## config.mk

```make
export PLATFORM = sky130hd
export DESIGN_NAME = bufpwm
export DESIGN_NICKNAME = d
export VERILOG_FILES = /design/src/rtl/bufpwm_pkg.sv /design/src/rtl/bufpwm_regs.sv /design/src/rtl/bufpwm_timer.sv /design/src/rtl/bufpwm.sv
export SDC_FILE = /design/constraint.sdc
export NUM_CORES = 1
export LEC_CHECK = 0
export CAP_MARGIN = 20
export CORE_MARGIN = 5
export CORE_UTILIZATION = 30
export CTS_BUF_LIST = sky130_fd_sc_hd__clkbuf_8
export DETAILED_ROUTE_END_ITERATION = 12
export PLACE_DENSITY_LB_ADDON = 0.1
export SETUP_SLACK_MARGIN = 0.15
export SYNTH_ARGS = -nofsm -noshare
export SYNTH_HDL_FRONTEND = slang
export SYNTH_HIERARCHICAL = 1
export SYNTH_SLANG_ARGS = --single-unit
```

## constraint.sdc

```tcl
create_clock -name clk -period 5.37 [get_ports clk]
set_clock_uncertainty 0.2 [all_clocks]
set_input_delay 1.3425 -clock clk [delete_from_list [all_inputs] [get_ports clk]]
set_output_delay 1.3425 -clock clk [all_outputs]
set_load 0.01 [all_outputs]
```

## src/rtl/bufpwm_pkg.sv

```systemverilog
package bufpwm_pkg;
   // register offsets; software relies on these
   localparam int OFS_DUTY = 4;
   localparam int OFS_PER  = 8;
   localparam int OFS_CTRL = 12;

   // control word bit positions
   localparam int CTRL_W = 11;
   localparam int B_EN   = 0;
   localparam int B_OEN  = 3;
   localparam int B_ONE  = 4;
   localparam int B_IE   = 5;
   localparam int B_FLAG = 6;
   localparam int B_HOLD = 7;
   localparam int B_CAP  = 8;
   localparam int B_INV  = 9;
   localparam int B_DZ   = 10;

   // bits that are plain read/write storage (flag and enable handled apart)
   localparam logic [CTRL_W-1:0] CTRL_RW_MASK =
      CTRL_W'((1 << B_OEN) | (1 << B_ONE) | (1 << B_IE) | (1 << B_HOLD) |
              (1 << B_CAP) | (1 << B_INV) | (1 << B_DZ));
endpackage

```

## src/rtl/bufpwm_regs.sv

```systemverilog
module bufpwm_regs
   import bufpwm_pkg::*;
#(
   parameter int CNT_W  = 32,
   parameter int DATA_W = 32,
   parameter int ADDR_W = 4
) (
   input  logic              clk,
   input  logic              rst_n,
   input  logic [ADDR_W-1:0] addr_i,
   input  logic              wr_i,
   input  logic              rd_i,
   input  logic [DATA_W-1:0] wdata_i,
   input  logic              wrap_i,
   output logic [DATA_W-1:0] rdata_o,
   output logic [CNT_W-1:0]  duty_buf_o,
   output logic [CNT_W-1:0]  per_buf_o,
   output logic              start_o,
   output logic              en_o,
   output logic              oe_n_o,
   output logic              one_shot_o,
   output logic              ie_o,
   output logic              flag_o,
   output logic              hold_o,
   output logic              inv_o
);
   logic                wr_ctrl;
   logic                wr_duty;
   logic                wr_per;
   logic [CTRL_W-1:0]   ctrl_q;
   logic [CNT_W-1:0]    duty_q;
   logic [CNT_W-1:0]    per_q;

   assign wr_ctrl = wr_i && (addr_i == ADDR_W'(OFS_CTRL));
   assign wr_duty = wr_i && (addr_i == ADDR_W'(OFS_DUTY));
   assign wr_per  = wr_i && (addr_i == ADDR_W'(OFS_PER));

   always_ff @(posedge clk or negedge rst_n) begin
      if (!rst_n) begin
         duty_q <= '0;
         per_q  <= '0;
      end else begin
         if (wr_duty) duty_q <= wdata_i[CNT_W-1:0];
         if (wr_per)  per_q  <= wdata_i[CNT_W-1:0];
      end
   end

   // one storage variant per control bit
   for (genvar b = 0; b < CTRL_W; b++) begin : g_bit
      if (b == B_FLAG) begin : g_flag
         logic q;
         always_ff @(posedge clk or negedge rst_n) begin
            if (!rst_n)                    q <= 1'b0;
            else if (wrap_i)               q <= 1'b1;
            else if (wr_ctrl && wdata_i[b]) q <= 1'b0;
         end
         assign ctrl_q[b] = q;
      end else if (b == B_EN) begin : g_en
         logic q;
         always_ff @(posedge clk or negedge rst_n) begin
            if (!rst_n)                          q <= 1'b0;
            else if (wr_ctrl)                    q <= wdata_i[b];
            else if (wrap_i && ctrl_q[B_ONE])    q <= 1'b0;
         end
         assign ctrl_q[b] = q;
      end else if (CTRL_RW_MASK[b]) begin : g_rw
         logic q;
         always_ff @(posedge clk or negedge rst_n) begin
            if (!rst_n)       q <= 1'b0;
            else if (wr_ctrl) q <= wdata_i[b];
         end
         assign ctrl_q[b] = q;
      end else begin : g_none
         assign ctrl_q[b] = 1'b0;
      end
   end

   always_comb begin
      rdata_o = '0;
      if (rd_i) begin
         if (addr_i == ADDR_W'(OFS_DUTY))      rdata_o = DATA_W'(duty_q);
         else if (addr_i == ADDR_W'(OFS_PER))  rdata_o = DATA_W'(per_q);
         else if (addr_i == ADDR_W'(OFS_CTRL)) rdata_o = DATA_W'(ctrl_q);
      end
   end

   assign duty_buf_o = duty_q;
   assign per_buf_o  = per_q;
   assign start_o    = wr_ctrl && wdata_i[B_EN];
   assign en_o       = ctrl_q[B_EN];
   assign oe_n_o     = ctrl_q[B_OEN];
   assign one_shot_o = ctrl_q[B_ONE];
   assign ie_o       = ctrl_q[B_IE];
   assign flag_o     = ctrl_q[B_FLAG];
   assign hold_o     = ctrl_q[B_HOLD];
   assign inv_o      = ctrl_q[B_INV];

   assert_flag_on_wrap_R8 : assert property (@(posedge clk) disable iff (!rst_n)
      wrap_i |=> flag_o);
   assert_flag_clear_R8 : assert property (@(posedge clk) disable iff (!rst_n)
      (wr_ctrl && wdata_i[B_FLAG] && !wrap_i) |=> !flag_o);
   assert_one_shot_stop_R9 : assert property (@(posedge clk) disable iff (!rst_n)
      (wrap_i && one_shot_o && !wr_ctrl) |=> !en_o);
endmodule

```

## src/rtl/bufpwm_timer.sv

```systemverilog
module bufpwm_timer #(
   parameter int CNT_W = 32
) (
   input  logic             clk,
   input  logic             rst_n,
   input  logic [CNT_W-1:0] duty_buf_i,
   input  logic [CNT_W-1:0] per_buf_i,
   input  logic             start_i,
   input  logic             en_i,
   input  logic             oe_n_i,
   input  logic             hold_i,
   input  logic             inv_i,
   output logic             wrap_o,
   output logic             pwm_o
);
   localparam logic [CNT_W-1:0] ONE = CNT_W'(1);

   logic [CNT_W-1:0] cnt_q;
   logic [CNT_W-1:0] duty_a;
   logic [CNT_W-1:0] per_a;
   logic             last;
   logic             level;

   // periods of 0 or 1 collapse to a single cycle
   assign last   = (per_a <= ONE) || (cnt_q == per_a - ONE);
   assign wrap_o = en_i && !hold_i && !start_i && last;
   assign level  = (cnt_q < duty_a) ^ inv_i;
   assign pwm_o  = en_i && !oe_n_i && level;

   always_ff @(posedge clk or negedge rst_n) begin
      if (!rst_n) begin
         cnt_q  <= '0;
         duty_a <= '0;
         per_a  <= '0;
      end else if (start_i) begin
         cnt_q  <= '0;
         duty_a <= duty_buf_i;
         per_a  <= per_buf_i;
      end else if (hold_i) begin
         cnt_q  <= '0;
      end else if (en_i) begin
         if (last) begin
            cnt_q  <= '0;
            duty_a <= duty_buf_i;
            per_a  <= per_buf_i;
         end else begin
            cnt_q  <= cnt_q + ONE;
         end
      end
   end

   assert_cnt_in_range_R4 : assert property (@(posedge clk) disable iff (!rst_n)
      (cnt_q < per_a) || (cnt_q == '0));
   assert_restart_load_R4 : assert property (@(posedge clk) disable iff (!rst_n)
      start_i |=> (cnt_q == '0 && duty_a == $past(duty_buf_i) && per_a == $past(per_buf_i)));
   assert_hold_zero_R10 : assert property (@(posedge clk) disable iff (!rst_n)
      (hold_i && !start_i) |=> (cnt_q == '0));
   assert_active_steady_R7 : assert property (@(posedge clk) disable iff (!rst_n)
      (!start_i && !wrap_o) |=> ($stable(duty_a) && $stable(per_a)));
endmodule

```

## src/rtl/bufpwm.sv

```systemverilog
module bufpwm
   import bufpwm_pkg::*;
#(
   parameter int CNT_W  = 32,
   parameter int DATA_W = 32,
   parameter int ADDR_W = 4
) (
   input  logic              clk,
   input  logic              rst_n,
   input  logic [ADDR_W-1:0] addr_i,
   input  logic              wr_i,
   input  logic              rd_i,
   input  logic [DATA_W-1:0] wdata_i,
   output logic [DATA_W-1:0] rdata_o,
   output logic              pwm_o,
   output logic              irq_o
);
   if (CNT_W < 2 || CNT_W > DATA_W) begin : g_bad_cnt
      $error("bufpwm: CNT_W must lie between 2 and DATA_W");
   end
   if (DATA_W < CTRL_W) begin : g_bad_data
      $error("bufpwm: DATA_W too narrow for the control word");
   end
   if (ADDR_W < 4) begin : g_bad_addr
      $error("bufpwm: ADDR_W must reach offset 0xC");
   end

   logic [CNT_W-1:0] duty_buf;
   logic [CNT_W-1:0] per_buf;
   logic start, en, oe_n, one_shot, ie, flag, hold, inv, wrap;

   bufpwm_regs #(.CNT_W(CNT_W), .DATA_W(DATA_W), .ADDR_W(ADDR_W)) u_regs (
      .clk        (clk),
      .rst_n      (rst_n),
      .addr_i     (addr_i),
      .wr_i       (wr_i),
      .rd_i       (rd_i),
      .wdata_i    (wdata_i),
      .wrap_i     (wrap),
      .rdata_o    (rdata_o),
      .duty_buf_o (duty_buf),
      .per_buf_o  (per_buf),
      .start_o    (start),
      .en_o       (en),
      .oe_n_o     (oe_n),
      .one_shot_o (one_shot),
      .ie_o       (ie),
      .flag_o     (flag),
      .hold_o     (hold),
      .inv_o      (inv)
   );

   bufpwm_timer #(.CNT_W(CNT_W)) u_timer (
      .clk        (clk),
      .rst_n      (rst_n),
      .duty_buf_i (duty_buf),
      .per_buf_i  (per_buf),
      .start_i    (start),
      .en_i       (en),
      .oe_n_i     (oe_n),
      .hold_i     (hold),
      .inv_i      (inv),
      .wrap_o     (wrap),
      .pwm_o      (pwm_o)
   );

   assign irq_o = flag && ie;

   assert_off_after_one_shot_R9 : assert property (@(posedge clk) disable iff (!rst_n)
      (one_shot && wrap && !(wr_i && addr_i == ADDR_W'(OFS_CTRL))) |=> !pwm_o);
endmodule

```

# After elaboration in Yosys (flattened, before gate mapping)
# Index checks and enable logic that the tools add are counted.
# Widths: inputs -> output; s select.
dict set report word_totals {
  ff_bits 169
  inputBits 40
  output_inout_bits 34
  elab_cells 66
}
dict set report classes {
  n_addsub 2
  n_lt_le_gt_ge 2
  eq_ne 5
  n_mux 20
  bitwise_logic 1
  n_reduce_logical 22
}
# operator count
set op_table {}
lappend op_table {{$mux 32} 15}
lappend op_table {{$add 32x1->32 const B} 1}
lappend op_table {{$eq 32x32->1} 1}
lappend op_table {{$le 32x1->1 const B} 1}
lappend op_table {{$lt 32x32->1} 1}
lappend op_table {{$sub 32x1->32 const B} 1}
lappend op_table {{$logic_and 1x1->1} 12}
lappend op_table {{$mux 11} 1}
lappend op_table {{$eq 4x4->1 const B} 2}
lappend op_table {{$reduce_bool 2->1} 4}
lappend op_table {{$eq 4x3->1 const B} 1}
lappend op_table {{$mux 1} 4}
lappend op_table {{$logic_not 1->1} 3}
lappend op_table {{$reduce_and 3->1} 1}
lappend op_table {{$reduce_bool 3->1} 1}
lappend op_table {{$ne 2x1->1 const B} 1}
lappend op_table {{$logic_or 1x1->1} 1}
lappend op_table {{$xor 1x1->1} 1}

# Longest topological paths before layout
# Gate-level depths: netlist (run 1).
dict set report depth {
  word_depth 9
  mapped_depth 13
  depth_no_buf 13
}

# Hierarchy
# Netlist (run 1), hierarchy kept.
# mod instances cells_per_inst area_each_um2 seq_area_each_um2
set modules_own_cells {}
lappend modules_own_cells {bufpwm_timer 1 1055 8348.0 2402.3}
lappend modules_own_cells {bufpwm_regs 1 250 3304.4 1826.8}
lappend modules_own_cells {bufpwm 1 1 6.3 0.0}

# Least setup slack after synthesis (run 1)
# No wires, ideal clock.
dict set report synth_timing {
  path_type {input to output}
  startpoint {input addr_i[3]}
  endpoint {output rdata_o[0]}
  arrival_ns 2.451
  t_required_ns 3.828
  slack_ns 1.376
  cell_stages 5
  path_buffers 2
  cell_sequence {clkbuf_1 > or4b_1 > clkbuf_1 > o221ai_1 > nor2_1}
}
dict set report synth_via {
  elab_chain_len 5
  elab_cells_between_ends 7
  classes_between {3 x eq/ne; 4 x mux}
}
# element line_no
set synth_lines {}
lappend synth_lines {{start: declaration} bufpwm.sv:10} ;# input logic [ADDR_W-1:0] addr_i,
lappend synth_lines {{$eq 4x4->1} bufpwm_regs.sv:83} ;# else if (addr_i == ADDR_W'(OFS_CTRL)) rdata_o = DATA_W'(ctrl_q);
lappend synth_lines {{$mux 11} bufpwm_regs.sv:83}
lappend synth_lines {{$mux 32} bufpwm_regs.sv:82} ;# else if (addr_i == ADDR_W'(OFS_PER)) rdata_o = DATA_W'(per_q);
lappend synth_lines {{$mux 32 *} bufpwm_regs.sv:81} ;# if (addr_i == ADDR_W'(OFS_DUTY)) rdata_o = DATA_W'(duty_q);
lappend synth_lines {{$mux 32 *} bufpwm_regs.sv:80} ;# if (rd_i) begin
lappend synth_lines {{end: declaration} bufpwm.sv:14} ;# output logic [DATA_W-1:0] rdata_o,
# Every way passes the cells marked *; elsewhere a longest branch is shown, timed or not.

# Final worst setup path (run 1)
dict set report layout_timing {
  startpoint {input addr_i[3]}
  endpoint {output rdata_o[21]}
}
dict set report layout_via {
  elab_chain_len 4
  elab_cells_between_ends 5
  classes_between {2 x eq/ne; 3 x mux}
}
# element line_no
set layout_lines {}
lappend layout_lines {{$eq 4x4->1} bufpwm_regs.sv:82}
lappend layout_lines {{$mux 32} bufpwm_regs.sv:82}
lappend layout_lines {{$mux 32 *} bufpwm_regs.sv:81}
lappend layout_lines {{$mux 32 *} bufpwm_regs.sv:80}
# Marks and branches as above.

==> results of run 1 <==
[final cells by class]
cell class	instances	area share [%]
Sequential cell	169	31.5
Multi-Input combinational cell	997	51.4
Inverter	42	1.17
Clock buffer	18	1.84
Clock inverter	13	1.44
Timing Repair Buffer	112	7.83
Tap cell	518	4.82
[metal layers]
metal,GRT usage (%),vias up
li1,-,4898
met1,26.9,4990
met2,24.7,223
met3,2.36,35
met4,5.29,0
met5,0,-
[cell families (layout without fill, tap and decap cells)]
group | count (synthesis) | in the layout | synth area share (%)
mux | 106 | 106 | 10.1
fa+ha+maj | 34 | 34 | 3.65
flops | 169 | 169 | 36.3
compound gates | 275 | 275 | 18.4
simple gates | 544 | 544 | 23.7
buf+inv | 140 | 185 | 4.99
xor+xnor | 38 | 38 | 2.85
[cell usage after synthesis (all sizes together), types with 22 or more instances]
master	n	area, µm²
xnor2	30	263
nor2b	32	200
ha	34	425
nand4	41	278
mux2	95	1070
nor2	169	634
o211ai	30	225
a22oi	24	185
buf	34	184
a221o	34	340
dfrtp	169	4230
nand2b	37	231
a21oi	41	205
nand2	126	473
clkbuf	64	240
inv	42	158
a311o	34	340
nor3	22	115
nand3	24	120
o21ai	23	115
[sequential cells by signal, summed over array words and instances, names as in the netlist]
signal and count:
u_regs/hold_o 1, u_timer/cnt_q 32, u_regs/duty_buf_o 32, u_regs/en_o 1, u_regs/ie_o 1, u_regs/g_bit.g_rw.q 2
u_regs/flag_o 1, u_timer/per_a 32, u_regs/inv_o 1, u_timer/duty_a 32, u_regs/per_buf_o 32, u_regs/one_shot_o 1
u_regs/oe_n_o 1
[through the flow]
stage	instance area (µm²)	cells
final	13400	1869
after global routing	13400	1869
after CTS	13400	1866
after detailed placement	13000	1835
after global placement	13000	1835
after floorplan	11700	1306
[path summary, 6_finish.rpt]
| check | slack (ns) | from | to |
|---|---|---|---|
| min in group asynchronous | 0.69 | rst_n | u_timer/cnt_q[31]$_DFFE_PN0P_ |
| worst min-delay path | 0.32 | u_regs/flag_o$_DFFE_PN0P_ | u_regs/flag_o$_DFFE_PN0P_ |
| worst max register to register | 1.14 | u_timer/per_a[0]$_DFFE_PN0P_ | u_timer/per_a[4]$_DFFE_PN0P_ |
| worst min register to register | 0.32 | u_regs/flag_o$_DFFE_PN0P_ | u_regs/flag_o$_DFFE_PN0P_ |
| worst max-delay path | 0.40 | addr_i[3] | rdata_o[21] |
| max in group asynchronous | 3.22 | rst_n | u_timer/per_a[21]$_DFFE_PN0P_ |
[cells in the final DEF, fill, tap and decap left out, types with 8 or more instances in the layout]
cell and n:
nor2_1 168, dfrtp_1 166, nand2_1 126, mux2_2 95
clkdlybuf4s50_1 71, inv_1 43, a21oi_1 40, nand4_1 39
buf_4 37, nand2b_1 37, a221o_1 34, a311o_1 34
ha_1 34, nor2b_1 31, xnor2_1 30, o211ai_1 30
nand3_1 24, a22oi_1 23, o21ai_0 21, nor3_1 20
clkbuf_8 18, or3_1 18, nor4_1 18, mux2i_1 11
a22o_1 11, o311ai_1 11, or2_2 10, o311ai_0 10
o221ai_1 9, a21o_1 9, a31oi_1 9, a31o_1 9
and2_1 8, xor2_1 8, or4_1 8
[repair_timing]
action                                  4_1_cts  5_1_grt
gates resized for setup                       2        4
setup buffers                                 0        3
pin swaps                                     0        1
endpoints found under the setup margin        1        1
[power by group]
| part | internal (mW) | leakage, nW | total, mW | switching (mW) |
|---|---|---|---|---|
| sequential | 1.41 | 1.90 | 1.63 | 0.226 |
| combinational | 0.306 | 3.16 | 0.672 | 0.365 |
| clock | 0.523 | 0.219 | 1.07 | 0.542 |
| total | 2.24 | 5.27 | 3.37 | 1.13 |
==> results.md, run 1 <==
Run status:
- The run finished with clean final reports.

Logic synthesis:
- The fraction of registers with async set or reset after synthesis is 100%.
- The prevailing post-synth register cell is dfrtp_1.
- Yosys mapped the design onto 68 distinct sky130hd cell types.
- The synthesized flop and latch total is 169.
- The synthesized design contains 0 enable-type register cells.
- The synthesized netlist occupies a cell area of 11700 µm².
- Sequential elements use 36.3% of the synthesized area.
- The instance count of the mapped netlist is 1306.
- Synthesis produced a netlist with a net count of 1380.
- After synthesis, the mean cell area works out to 8.93 µm².
- The Yosys step of the flow raised 6 warnings.

Run:
- Across the run, the number of max-cap violations was 0.

Floorplan:
- The count of standard-cell rows is 72.
- Once the floorplan was initialized, standard cells occupied 30.2% of the core.
- In this run the vertical extent of the chip is 207 µm.
- In this run the horizontal extent of the chip is 207 µm.
- The placeable core region is 38600 µm².
- The die area is 42900 µm².
- The boundary pin count is 74.

Global route:
- Entering global routing, the biggest net connects 95 pins.
- The number of antenna violations at the first check in global routing is 0.
- Global routing used 17.3% of the available tracks.
- After global routing the overflow that remains totals 0.
- The number of global-route vias before repair is 9879.
- The global-route wire length before repair is 59700 µm.

Critical path:
- The largest stage delay on the critical path is 0.55 ns.
- The data arrival time of the critical path is 3.43 ns.
- STA classifies the critical path startpoint as an input pin.
- The combined buffer and inverter count along the critical path is 4.
- Traced cell by cell, the critical path runs through clkdlybuf4s50_1 > buf_4 > nor4b_4 > buf_4 > a22oi_1 > nor2b_1 > clkdlybuf4s50_1.
- The classification of the worst setup path is input pin to output port.
- The cell count of the worst reg-to-reg path is 12.
- The library cell contributing the largest single delay on the critical path is clkdlybuf4s50_1.
- The data required time at the worst endpoint is 3.83 ns.
- STA classifies the critical path endpoint as an output port.
- The critical path runs through a total of 7 cells.
- The biggest fanout along the worst timing path is 23.
- The cell type group with the largest total delay on the critical path is buffers and inverters.

Power:
- Overall power consumption after layout is estimated at 3.37 mW.
- The power density over the cells is 251 nW/µm².
- Across the VDD grid, the largest voltage drop is 0.177 mV.
- Summed over all cells, the static leakage comes to 5.27 nW.

Place:
- Routability-driven placement finished with a final weighted congestion of 0.880.
- At the placement stage, the worst setup path has a slack of 0.401 ns.
- The HPWL reported at the end of detailed placement is 27100 µm.
- The count of input and output buffers is 73.

Cells and area:
- In the final design database the tool counted 1413 nets.
- Of the cells placed in the final design, the portion with a size suffix greater than 1 is 14.7%.
- The area used by sequential logic in the layout is 4230 µm².
- The area growth from synthesis to layout is 15.3%.
- The area of the multi-input gates is 6910 µm².
- The number of inserted filler cells in the final layout is 4021.
- 0 antenna diodes ended up in the layout.
- Measured on the finished design, the core utilization comes to 34.9%.

Routing:
- The number of remaining DRC errors is 0.
- The highest layer touched by signal routing is met4.
- The detailed-route vias per instance is 5.43.
- The first detailed-routing pass ran for 5 iterations.
- The routed metal-1 wire length is 20000 µm.
- The routed design uses 15800 µm of met2 wire.
- The routed design has 37800 µm of wire.
- The post-route antenna net violation count is 0.
- In this run, the number of DRC markers left after iteration 0 of detailed routing was 749.
- For this block, the via count after detailed routing is 10100.
- Detailed routing placed a total of 1140 µm of wire on met3.
- In the final routed layout, each cell accounts on average for 20.2 µm.

Clocking:
- Clock latency on the worst-skew pair, taken at its later pin, is 0.50 ns.
- The CTS tree is built.
- The H-tree depth is 4.
- The quantity of hold-fixing buffers added after cts is 0.
- After clock tree synthesis, the clock-pin slew on the worst setup and hold paths is 0.09 ns.
- Counting along the longest clock path gives a buffer depth of 2.
- The cell sitting at the root of the clock tree is a clkbuf_8.
- For this design, the sink count on the clock tree is 169.
- Counting the buffers created by CTS gives 17.

Timing:
- The highest clock rate is 0.201 GHz.
- The minimum hold slack is 0.317 ns.
- The total negative setup slack is 0 ns.
- The hold violation total from the final report is 0.
- The final count of negative-setup-slack endpoints is 0.
- The setup slack after layout is 0.396 ns.
- The worst-case headroom to the max-slew limit is 32.1%.
- At the pin with the least slew margin, the transition time is 1.02 ns.
- Setup repair after global routing left no endpoint under its margin.
- The number of slew-limit violations in the final report came to 0.
- In the finished design, the share of the clock period the worst path needs comes to 92.6%.
- The worst path in the final design needs a cycle of 4.97 ns, including I/O delays and setup.

Hold path:
- The path class of the tightest hold or removal check is flip-flop to flip-flop.
- Along the worst hold path, the cell count comes to 1.
(Power assumes the default switching activity.)
==> inputs of run 2 (changes only) <==
--- a/config.mk
+++ b/config.mk
@@ -12,6 +12,8 @@
 export DETAILED_ROUTE_END_ITERATION = 12
 export PLACE_DENSITY_LB_ADDON = 0.1
 export SETUP_SLACK_MARGIN = 0.15
+export SKIP_CTS_REPAIR_TIMING = 1
+export SLEW_MARGIN = 20
 export SYNTH_ARGS = -nofsm -noshare
 export SYNTH_HDL_FRONTEND = slang
 export SYNTH_HIERARCHICAL = 1
==> results.md, run 2 (synthesis results as in run 1) <==
Run status:
- The flow ran to the end, and the final reports show no timing, DRC or antenna violations.

Critical path:
- For this design, the slowest cell found on the critical path is clkdlybuf4s50_1.
- The data arrival time of the critical path is 3.43 ns.
- On the critical path the largest part of the delay comes from buffers and inverters.
- The kind of end point of the critical path is an output port.
- Traced cell by cell, the critical path runs through clkdlybuf4s50_1 > buf_4 > nor4b_4 > buf_4 > a22oi_1 > nor2b_1 > clkdlybuf4s50_1.
- The critical path contains buffers and inverters numbering 4 combined.
- The startpoint type of the worst setup path is an input pin.
- The biggest fanout along the worst timing path is 23.
- The largest stage delay on the critical path is 0.55 ns.
- Data on the critical path is required at its endpoint by 3.83 ns.
- The worst setup path is of the input pin to output port kind.

Timing:
- The time the worst path needs with I/O delays and setup is 4.97 ns.
- At the pin with the least slew margin, the transition time is 1.02 ns.
- The highest clock rate is 0.201 GHz.
- The hold violation total from the final report is 0.
- The final period utilization is 92.6%.
- The final count of negative-setup-slack endpoints is 0.
- Headroom to the max-slew limit came out at 32.3%.
- Setup repair after global routing left no endpoint under its margin.
- The number of slew-limit violations in the final report is 0.
- The total negative setup slack is 0 ns.

Floorplan:
- From left edge to right edge, the die measures 207 µm.
- The count of standard-cell rows is 72.
- The die is 207 µm tall.
- The initial utilization of the core area, before any placement, comes to 30.2%.
- The placeable core region is 38600 µm².
- In this run the count of I/O pins placed on the die edge is 74.
- The die area is 42900 µm².

Clocking:
- The H-tree depth is 4.
- The clock root buffer is clkbuf_8.
- For the worst-skew pair, the clock arrives at the later sink with an insertion delay of 0.50 ns.
- The number of buffers added by the clock tree synthesis step is 17.
- TritonCTS built the clock tree.
- The clock passes through at most 2 buffers.
- The total number of clock tree sinks is 169.
- The clock transition at the registers of the reported paths is 0.09 ns.

Hold path:
- The tightest min-delay check is of the flip-flop to flip-flop type.

Cells and area:
- The share of cells above drive strength 1 is 14.7%.
- The utilization after layout is 34.9%.
- The library cell used most frequently in the layout, excluding fill and tap cells, is nor2_1.
- The number of diodes is 0.
- The net count of the finished layout is 1413.
- Leaving out fill and tap cells, the most frequent cells in the layout are 168 x nor2_1, 166 x dfrtp_1, 126 x nand2_1, 95 x mux2_2, 71 x clkdlybuf4s50_1.
- The layout-stage area growth over the synthesis result is 15.3%.

Global route:
- The first global-routing pass estimated 59600 µm of wire.
- The global router's overall resource usage is 17.3%.
- The number of global-route vias before repair is 9877.
- Summed over all layers, the global routing overflow is 0.
- Entering global routing, the biggest net connects 95 pins.
- The number of antenna violations at the first check in global routing came to 0.

Routing:
- The post-detailed-routing wire length is 37800 µm.
- Detailed routing inserted a total of 10100 vias.
- The detailed-route vias per instance is 5.43.
- After the first detailed-routing iteration, the DRC count stood at 737.
- For this run, design rule violations remaining after detail routing come to 0.
- The number of search-and-repair iterations in the first detailed-routing pass is 6.
- The post-route antenna net violation count is 0.
- The final routed wire length divided by cell count is 20.2 µm.

Place:
- The count of buffers added on input and output ports is 73.
- The HPWL reported at the end of detailed placement is 27100 µm.
- The congestion estimate from routability-driven global placement came to 0.880.

Power:
- The completed layout was analyzed and its total power is 3.37 mW.
- IR analysis of the VDD net gives a maximum drop of 0.177 mV.
- In this run the static leakage power is 5.27 nW.
- For this design the ratio of total power to cell area is 251 nW/µm².

Run:
- The number of maximum-capacitance constraint violations is 0.
run 2: cell counts in the layout (fill, tap and decap cells not counted):
No cell type changed its count.
run 2: metal layers:
metal | track usage [%] | vias up | part of all wire (%)
met5 | 0 | - | 0
met4 | 5.29 | 0 | 2.1
met3 | 2.36 | 35 | 3.0
met2 | 24.7 | 224 | 42
met1 | 26.9 | 4985 | 53
li1 | - | 4898 | -
run 2: final cells by class:
type                    count  area [µm²]
fillers                  4021       25100
multi-input cells         997        6910
flip-flops and latches    169        4230
repair buffers            112        1050
well taps                 518         648
clock buffers              18         248
clock inverters            13         194
inverters                  42         158
run 2: stage by stage:
stage	hold slack [ns]	cell area (µm²)	setup slack, ns	instances
after floorplan	0.264	11700	1.38	1306
final	0.317	13400	0.396	1869
after global routing	0.361	13400	0.260	1869
after detailed placement	0.298	13000	0.401	1835
after CTS	0.319	13400	0.113	1866
after global placement	0.291	13000	0.431	1835
run 2: path summary, 6_finish.rpt:
kind / depth (start not counted) / from / end / slack (ns)
max: 7 / addr_i[3] / rdata_o[21] / 0.40
min: 1 / u_regs/flag_o$_DFFE_PN0P_ / u_regs/flag_o$_DFFE_PN0P_ / 0.32
max reg2reg: 12 / u_timer/per_a[0]$_DFFE_PN0P_ / u_timer/per_a[4]$_DFFE_PN0P_ / 1.14
min reg2reg: 1 / u_regs/flag_o$_DFFE_PN0P_ / u_regs/flag_o$_DFFE_PN0P_ / 0.32
max in group asynchronous: 2 / rst_n / u_timer/per_a[21]$_DFFE_PN0P_ / 3.22
min in group asynchronous: 1 / rst_n / u_timer/cnt_q[31]$_DFFE_PN0P_ / 0.69
run 2: worst reg2reg max path: cells and delay by family (launching register included):
kind | cells | cell delay (ns)
simple gates | 5 | 1.35
fa+ha+maj | 1 | 0.26
mux | 1 | 0.25
flops | 1 | 0.46
compound gates | 2 | 0.87
buf+inv | 3 | 0.72
run 2: where the power goes:
| group | switching [mW] | internal, mW | leakage [nW] |
|---|---|---|---|
| Sequential | 0.225 | 1.41 | 1.90 |
| Clock | 0.543 | 0.523 | 0.219 |
| Combinational | 0.365 | 0.306 | 3.16 |
| Total | 1.13 | 2.24 | 5.27 |
